--- src/rtl/refsel_pkg.sv ---
package refsel_pkg;

    typedef enum logic [2:0] {
        ST_P_LOCAL   = 3'd0,
        ST_P_BACKUP  = 3'd1,
        ST_P_PEER    = 3'd2,
        ST_P_FREERUN = 3'd3,
        ST_S_FOLLOW  = 3'd4,
        ST_S_BACKUP  = 3'd5,
        ST_S_FREERUN = 3'd6
    } fb_state_e;

    localparam int NUM_FLAGS = 4;
    localparam int IDX_PRI   = 0;
    localparam int IDX_FBK   = 1;
    localparam int IDX_BUSA  = 2;
    localparam int IDX_BUSB  = 3;

    localparam int SEL_W     = 5;
    localparam int SEL_PRI   = 0;
    localparam int SEL_FBK   = 1;
    localparam int SEL_BUSA  = 2;
    localparam int SEL_BUSB  = 3;
    localparam int SEL_OSC   = 4;

    function automatic fb_state_e home_state(input logic secondary);
        return secondary ? ST_S_FOLLOW : ST_P_LOCAL;
    endfunction

    function automatic logic in_primary_chain(input fb_state_e s);
        return (s == ST_P_LOCAL) || (s == ST_P_BACKUP) ||
               (s == ST_P_PEER)  || (s == ST_P_FREERUN);
    endfunction

    function automatic logic in_secondary_chain(input fb_state_e s);
        return (s == ST_S_FOLLOW) || (s == ST_S_BACKUP) || (s == ST_S_FREERUN);
    endfunction

endpackage

--- src/rtl/refsel_deglitch.sv ---
module refsel_deglitch #(
    parameter int HOLD_CYCLES = 8
) (
    input  logic clk,
    input  logic rst,
    input  logic raw,
    output logic filt
);
    localparam int CW = (HOLD_CYCLES < 2) ? 1 : $clog2(HOLD_CYCLES + 1);
    localparam logic [CW-1:0] LAST = CW'(HOLD_CYCLES - 1);

    logic [CW-1:0] run_q;
    logic          filt_q;

    always_ff @(posedge clk) begin
        if (rst) begin
            run_q  <= '0;
            filt_q <= 1'b1;
        end else if (raw == filt_q) begin
            run_q  <= '0;
        end else if (run_q == LAST) begin
            run_q  <= '0;
            filt_q <= raw;
        end else begin
            run_q  <= run_q + 1'b1;
        end
    end

    assign filt = filt_q;

endmodule

--- src/rtl/refsel_fsm.sv ---
module refsel_fsm
    import refsel_pkg::*;
(
    input  logic                 clk,
    input  logic                 rst,
    input  logic                 secondary,
    input  logic                 own_is_b,
    input  logic                 fallback_en,
    input  logic                 rearm,
    input  logic [NUM_FLAGS-1:0] health,
    output fb_state_e            state_q
);
    fb_state_e state_d;
    logic      peer_ok;
    logic      pri_ok;
    logic      fbk_ok;

    assign peer_ok = own_is_b ? health[IDX_BUSA] : health[IDX_BUSB];
    assign pri_ok  = health[IDX_PRI];
    assign fbk_ok  = health[IDX_FBK];

    always_comb begin
        state_d = state_q;
        if (rearm) begin
            state_d = home_state(secondary);
        end else if (fallback_en) begin
            if (!secondary) begin
                unique case (state_q)
                    ST_P_LOCAL:   if (!pri_ok)  state_d = ST_P_BACKUP;
                    ST_P_BACKUP:  if (!fbk_ok)  state_d = ST_P_PEER;
                    ST_P_PEER:    if (!peer_ok) state_d = ST_P_FREERUN;
                    ST_P_FREERUN: if (peer_ok)  state_d = ST_P_PEER;
                    default:                    state_d = ST_P_LOCAL;
                endcase
            end else begin
                unique case (state_q)
                    ST_S_FOLLOW:  if (!peer_ok) state_d = ST_S_BACKUP;
                    ST_S_BACKUP:  if (!fbk_ok)  state_d = ST_S_FREERUN;
                    ST_S_FREERUN: if (fbk_ok)   state_d = ST_S_BACKUP;
                    default:                    state_d = ST_S_FOLLOW;
                endcase
            end
        end
    end

    always_ff @(posedge clk) begin
        if (rst) state_q <= home_state(secondary);
        else     state_q <= state_d;
    end


    prim_no_revert_chk: assert property (@(posedge clk) disable iff (rst)
        (!secondary && in_primary_chain(state_q) && state_q != ST_P_LOCAL && !rearm)
        |=> (state_q != ST_P_LOCAL));


    sec_no_revert_chk: assert property (@(posedge clk) disable iff (rst)
        (secondary && in_secondary_chain(state_q) && state_q != ST_S_FOLLOW && !rearm)
        |=> (state_q != ST_S_FOLLOW));


    fallback_off_hold_chk: assert property (@(posedge clk) disable iff (rst)
        (!fallback_en && !rearm && (secondary ? in_secondary_chain(state_q)
                                              : in_primary_chain(state_q)))
        |=> $stable(state_q));

endmodule

--- src/rtl/refsel_outmap.sv ---
module refsel_outmap
    import refsel_pkg::*;
(
    input  fb_state_e          state,
    input  logic               own_is_b,
    output logic [SEL_W-1:0]   lock_sel,
    output logic               drive_a,
    output logic               drive_b,
    output logic [2:0]         state_code
);
    logic own_active;
    int   peer_bit;

    assign peer_bit = own_is_b ? SEL_BUSA : SEL_BUSB;

    always_comb begin
        lock_sel   = '0;
        own_active = 1'b0;
        unique case (state)
            ST_P_LOCAL:   begin lock_sel[SEL_PRI]  = 1'b1; own_active = 1'b1; end
            ST_P_BACKUP:  begin lock_sel[SEL_FBK]  = 1'b1; own_active = 1'b1; end
            ST_P_PEER:    begin lock_sel[peer_bit] = 1'b1; end
            ST_P_FREERUN: begin lock_sel[SEL_OSC]  = 1'b1; end
            ST_S_FOLLOW:  begin lock_sel[peer_bit] = 1'b1; own_active = 1'b1; end
            ST_S_BACKUP:  begin lock_sel[SEL_FBK]  = 1'b1; own_active = 1'b1; end
            default:      begin lock_sel[SEL_OSC]  = 1'b1; own_active = 1'b1; end
        endcase
    end

    assign drive_a    = own_active && !own_is_b;
    assign drive_b    = own_active &&  own_is_b;
    assign state_code = state;

endmodule

--- src/rtl/refsel_fallback_ctrl.sv ---
module refsel_fallback_ctrl
    import refsel_pkg::*;
#(
    parameter int HOLD_CYCLES = 8
) (
    input  logic       clk,
    input  logic       rst,
    input  logic       role_secondary,
    input  logic       bus_b_sel,
    input  logic       fallback_en,
    input  logic       rearm,
    input  logic       pri_ref_ok,
    input  logic       fbk_ref_ok,
    input  logic       bus_a_ok,
    input  logic       bus_b_ok,
    output logic [4:0] lock_sel,
    output logic       drive_a,
    output logic       drive_b,
    output logic [2:0] state_code
);
    logic [NUM_FLAGS-1:0] raw_flags;
    logic [NUM_FLAGS-1:0] health;
    logic                 own_is_b;
    fb_state_e            state_q;

    assign raw_flags[IDX_PRI]  = pri_ref_ok;
    assign raw_flags[IDX_FBK]  = fbk_ref_ok;
    assign raw_flags[IDX_BUSA] = bus_a_ok;
    assign raw_flags[IDX_BUSB] = bus_b_ok;

    // the secondary master drives the bus the primary master leaves free
    assign own_is_b = role_secondary ? !bus_b_sel : bus_b_sel;

    for (genvar i = 0; i < NUM_FLAGS; i++) begin : g_filter
        refsel_deglitch #(.HOLD_CYCLES(HOLD_CYCLES)) u_filt (
            .clk  (clk),
            .rst  (rst),
            .raw  (raw_flags[i]),
            .filt (health[i])
        );
    end

    refsel_fsm u_fsm (
        .clk         (clk),
        .rst         (rst),
        .secondary   (role_secondary),
        .own_is_b    (own_is_b),
        .fallback_en (fallback_en),
        .rearm       (rearm),
        .health      (health),
        .state_q     (state_q)
    );

    refsel_outmap u_map (
        .state      (state_q),
        .own_is_b   (own_is_b),
        .lock_sel   (lock_sel),
        .drive_a    (drive_a),
        .drive_b    (drive_b),
        .state_code (state_code)
    );


    drive_exclusive_chk: assert property (@(posedge clk) disable iff (rst)
        !(drive_a && drive_b));


    sel_onehot_chk: assert property (@(posedge clk) disable iff (rst)
        $countones(lock_sel) == 1);


    handover_no_drive_chk: assert property (@(posedge clk) disable iff (rst)
        (!role_secondary && (lock_sel[SEL_BUSA] || lock_sel[SEL_BUSB] || lock_sel[SEL_OSC]))
        |-> (!drive_a && !drive_b));


    secondary_drives_chk: assert property (@(posedge clk) disable iff (rst)
        role_secondary |-> (drive_a || drive_b));

endmodule

--- config.mk ---
export PLATFORM = sky130hd
export DESIGN_NAME = refsel_fallback_ctrl
export DESIGN_NICKNAME = d
export VERILOG_FILES = /design/src/rtl/refsel_pkg.sv /design/src/rtl/refsel_deglitch.sv /design/src/rtl/refsel_fsm.sv /design/src/rtl/refsel_outmap.sv /design/src/rtl/refsel_fallback_ctrl.sv
export SDC_FILE = /design/constraint.sdc
export NUM_CORES = 1
export LEC_CHECK = 0
export ABC_AREA = 1
export BUFFER_PORTS_ARGS = -buffer_cell sky130_fd_sc_hd__clkbuf_2
export CAP_MARGIN = 20
export CORE_AREA = 3 3 56 58
export DETAILED_ROUTE_END_ITERATION = 10
export DIE_AREA = 0 0 59 61
export PLACE_DENSITY_LB_ADDON = 0.05
export SLEW_MARGIN = 25
export SYNTH_ARGS = -nofsm -noshare
export SYNTH_HDL_FRONTEND = slang
export SYNTH_SLANG_ARGS = --single-unit
--- constraint.sdc ---
create_clock -name clk -period 1.43 [get_ports clk]
set_input_delay 0.2145 -clock clk [delete_from_list [all_inputs] [get_ports clk]]
set_output_delay 0.2145 -clock clk [all_outputs]
set_load 0.02 [all_outputs]
Yosys cells after proc, flatten, opt, wreduce, memory -nomap -nowiden
Index checks and enable logic that the tools add are counted.
{"block": "classes", "order_cmp": 2, "shifts": 0, "n_div": 0, "mux": 24, "multipliers": 0, "n_addsub": 4, "reduce_logical": 20, "n_bitwise": 4, "eq_ne": 21}
{"operator": "$mux 3", "count": 12}
{"operator": "$ge 32x1->1 const B", "count": 1}
{"operator": "$lt 32x5->1 const B", "count": 1}
{"operator": "$ne 5x5->1 const B", "count": 6}
{"operator": "$add 4x1->4 const B", "count": 4}
{"operator": "$eq 4x3->1 const B", "count": 4}
{"operator": "$reduce_or 3->1", "count": 5}
{"operator": "$pmux 3 s4", "count": 1}
{"operator": "$eq 3x3->1 const B", "count": 3}
{"operator": "$pmux 3 s3", "count": 1}
{"operator": "$reduce_and 2->1", "count": 4}
{"operator": "$reduce_and 8->1", "count": 1}
{"operator": "$eq 3x2->1 const B", "count": 2}
{"operator": "$pmux 1 s2", "count": 3}
{"operator": "$reduce_or 2->1", "count": 3}
{"operator": "$mux 1", "count": 5}
{"operator": "$ne 5x4->1 const B", "count": 1}
{"operator": "$eq 1x1->1", "count": 4}
{"operator": "$not 1->1", "count": 4}
{"operator": "$demux 1 s3", "count": 1}
{"operator": "$eq 3x1->1 const B", "count": 1}
{"operator": "$logic_and 1x1->1", "count": 3}
{"operator": "$logic_not 3->1", "count": 1}
{"operator": "$reduce_bool 3->1", "count": 1}
{"operator": "other kinds (2)", "count": 3}
{"block": "totals", "latch_bits": 0, "memories": 0, "rom_bits": 0, "register_bits": 23, "ram_bits": 0, "output_inout_bits": 10}

Depth between registers and ports, before layout
{"block": "logic_depth", "ltp_word": 9, "mapped_depth": 8}

Hierarchy
From an unflattened synthesis, not the netlist that was laid out.
{"block": "unflattened", "cells_unflattened": 170, "area_unflattened_um2": 1248.7}
{"mod": "refsel_deglitch", "n_inst": 4, "area_per_inst_um2": 209.0, "cells_per_inst": 24, "seq_area_each_um2": 100.1}
{"mod": "refsel_fsm", "n_inst": 1, "area_per_inst_um2": 305.3, "cells_per_inst": 52, "seq_area_each_um2": 90.1}
{"mod": "refsel_outmap", "n_inst": 1, "area_per_inst_um2": 88.8, "cells_per_inst": 17, "seq_area_each_um2": 0.0}
{"mod": "refsel_fallback_ctrl", "n_inst": 1, "area_per_inst_um2": 18.8, "cells_per_inst": 5, "seq_area_each_um2": 0.0}

Worst setup path before layout
Ideal clock, no wire load.
{"block": "synth_path", "path_kind": "flip-flop to flip-flop", "startpoint": "register u_fsm.state_q[0]", "endpoint": "register u_fsm.state_q[0] (enable)", "path_slack_ns": -0.064, "path_buffers": 0, "required_ns": 1.123, "arrival_time_ns": 1.186, "path_stages_with_launch": 8, "setup_time_ns": 0.307, "cell_sequence": "edfxtp_1 -> inv_2 -> nor2_2 -> nand2_1 -> nor2_1 -> nor2_1 -> nand3_2 -> nor2_2"}
{"block": "synth_between", "elab_chain_cells": 3, "word_cells_on_any_way": 15, "classes_between": "eq/ne (13); reduce/logical (2)"}
{"item": "from (decl)", "line": "refsel_fsm.sv:11", "text": "output fb_state_e state_q"}
{"item": "from (signal assigned)", "line": "refsel_fsm.sv:47", "text": "if (rst) state_q <= home_state(secondary);"}
{"item": "from (signal assigned)", "line": "refsel_fsm.sv:48", "text": "else state_q <= state_d;"}
{"item": "$eq 3x3->1, or another cell as far along", "line": "refsel_fsm.sv:36", "text": "unique case (state_q)"}
{"item": "$ne 5x5->1 (no source line) or $ne 5x4->1 (tied branches)"}
{"item": "$reduce_and 8->1 (no source line) *"}
Every way passes the cells marked *; elsewhere a longest branch is shown, timed or not.
A chain may end at the register's enable or synchronous reset.

Worst setup path in the final report
Ends and elaborated chain as after synthesis.

==> out/metrics.yaml <==
synthesis:
  yosysSeqAreaShare: 0.415
  syn-num-nets: 182
  syn_inst: 168
  synth-edff-count: 3
  syn_area_per_cell_um2: 7.03
  synth_ff_type: "dfxtp_1"
  async_reset_ff_frac: 0
  ys_seq_elements: 23
  yosys_warnings: 0
  syn-cell-area_um2: 1180
  ys_types: 20
critical_path:
  rrSetupSlack_ps: -120
  cp.required_ps: 1460
  ff2ff_path_depth: 8
  startpoint_type: "flop"
  cp_max_fo: 4
  r2r_start: "u_fsm.state_q[0]"
  worst-setup-path-type: "flop to flop"
  cp-end-kind: "flop"
  r2r_end: "u_fsm.state_q[0]"
  cp.arrival_ps: 1580
cts:
  clkTransAtPathRegs_ps: 140
  clock-sinks: 23
  cts_max_level: 1
  clk_path_buf_depth: 2
  clk_latency_ps: 310
  numCtsBuffers: 3
  hold_buffers: 0
  root_buffer: "clkbuf_4"
  cts_tree: "done"
floorplanning:
  initial_core_util: 0.436
  core_um2: 2710
  die_h_um: 61
  rows: 19
  io-pin-count: 20
  dieArea_um2: 3600
  dieWidth_um: 59
route:
  drtIter0Drc: 86
  drc: 0
  drt.antenna.violating_nets: 0
  wl_per_cell_um: 10.3
  routed_wl_um: 2400
  avgViaCountPerCell: 4.84
  vias: 1122
  first_pass_iters: 4
sta:
  fin_crit_ps: 1550
  fmax_mhz: 646
  finalMaxSlewViolations: 0
  rsz0062_at_grt: "true"
  timing_hold_violations_final: 0
  worst_slack_ps: -118
  setup_viol: 10
  worst_pin_slew_ps: 264
  clock_skew_ps: 11.1
  slew-limit-headroom: 0.822
  min_period_over_period: 1.08
  hold_ws_ps: 158
  setup-tns-final_ps: -892
finish:
  post-route-util: 0.555
  final_cell_mix: "nand2_1, nor2_1, dfxtp_1"
  layout-drive-gt1-share: 0.254
  syn2layout_area_growth_pct: 27.4
  fillers: 261
  layout_commonest_cell: "nand2_1"
  diodes: 0
  fin_nets: 216
placement:
  gp_congestion: 0.949
  dp_hpwl_um: 1820
  portBuffers: 19
hold_path:
  min-delay-start: "pri_ref_ok"
  min_to: "g_filter[0].u_filt.filt"
  hold_depth: 3
  hold_class: "input pin to flop"
grt:
  grt_max_degree: 15
  grt_pass1_vias: 1044
  grtUsageMet2: 0.260
  overflow: 0
  grt_pass1_wl_um: 3950
  use_met3: 0.0255
  antenna_found_initial: 0
  grt_usage: 0.143
  met1_usage: 0.158
  grt_busiest_layer: "met2"
power_and_ir_drop:
  power_density_nw_per_um2: 922
  ir_drop_uv: 874
  p_leak_nw: 0.738
flow_run:
  cap_violations: 0
run_status:
  outcome: "complete, but fails checks"
  violations: "setup timing"
## where the power goes
| part | switching (mW) | internal [mW] | total [mW] |
|---|---|---|---|
| sequential | 0.0222 | 0.680 | 0.702 |
| clock | 0.197 | 0.108 | 0.305 |
| combinational | 0.211 | 0.169 | 0.380 |
| total | 0.430 | 0.958 | 1.39 |
## synthesized netlist by cell type, drive strengths merged, types with 2 or more instances
cell,count,area share
nand2,37,0.12
nor2,37,0.13
inv,24,0.076
dfxtp,20,0.34
nand3,18,0.085
a21oi,6,0.025
o21ai,6,0.025
nor3,5,0.025
ha,4,0.042
xor2,4,0.030
edfxtp,3,0.076
nand4,2,0.011
## repair_timing
item                       4_1_cts  5_1_grt
setup buffers                    7        2
pin swaps                        3        2
setup endpoints to repair        7       10
resized for setup               19        8
## kinds of logic (layout without fill, tap and decap cells)
| logic type | Yosys count | in the layout | synth area share |
|---|---|---|---|
| AO/OA/AOI/OAI | 13 | 13 | 0.0572 |
| XOR/XNOR | 4 | 4 | 0.0297 |
| adder cells (fa/ha/maj) | 4 | 4 | 0.0424 |
| buffers and inverters | 24 | 57 | 0.0763 |
| flip-flops | 23 | 23 | 0.415 |
| AND/OR/NAND/NOR | 100 | 100 | 0.379 |
## per-stage QoR
stage / instance area, um2 / setup slack, ps / power [mW] / cells
finish: 1510 / -118 / 1.39 / 232
global route: 1510 / -203 / 1.47 / 232
CTS: 1480 / -134 / 1.38 / 230
detailed placement: 1330 / 37.1 / 0.977 / 219
global placement: 1330 / 22.6 / 0.972 / 219
floorplan: 1190 / -28.1 / 0.886 / 168
## how the worst max path moves through the flow
stage / slack, ps / cells after the start / end / startpoint
final: -120 / 8 / u_fsm.state_q[0] / u_fsm.state_q[0]
after global routing: -200 / 8 / u_fsm.state_q[0] / u_fsm.state_q[0]
after CTS: -130 / 4 / lock_sel[3] / u_fsm.state_q[0]
after detailed placement: 40 / 4 / lock_sel[3] / u_fsm.state_q[2]
after global placement: 20 / 4 / lock_sel[2] / u_fsm.state_q[2]
after floorplan: -30 / 7 / u_fsm.state_q[0] / u_fsm.state_q[0]
## worst max-delay path: stages, from the launching register on
cell	delay, ps
edfxtp_1	490
buf_4	200
inv_2	90
nor2_4	40
nand2_1	90
nor2_1	60
nor2_1	100
nand3_2	90
nor2_4	120
## area by class of cell
type,count,area (um2),area share
Sequential cell,23,490,0.326
Tap cell,31,38.8,0.0258
Clock inverter,1,6.26,0.00416
Inverter,24,90.1,0.0599
Clock buffer,3,22.5,0.0150
Timing Repair Buffer,29,221,0.147
Multi-Input combinational cell,121,636,0.422
## layer usage
metal	wire length (um)	vias up	share of wire
li1	-	600	-
met1	1050	498	0.44
met2	1200	20	0.50
met3	105	4	0.044
met4	38	0	0.016
met5	0	-	0
## state kept, by name, summed over array words and instances (netlist names)
| name | cells |
|---|---|
| g_filter.u_filt.filt | 4 |
| u_fsm.state_q | 3 |
| g_filter.u_filt.run_q | 16 |
(Power assumes the default switching activity.)
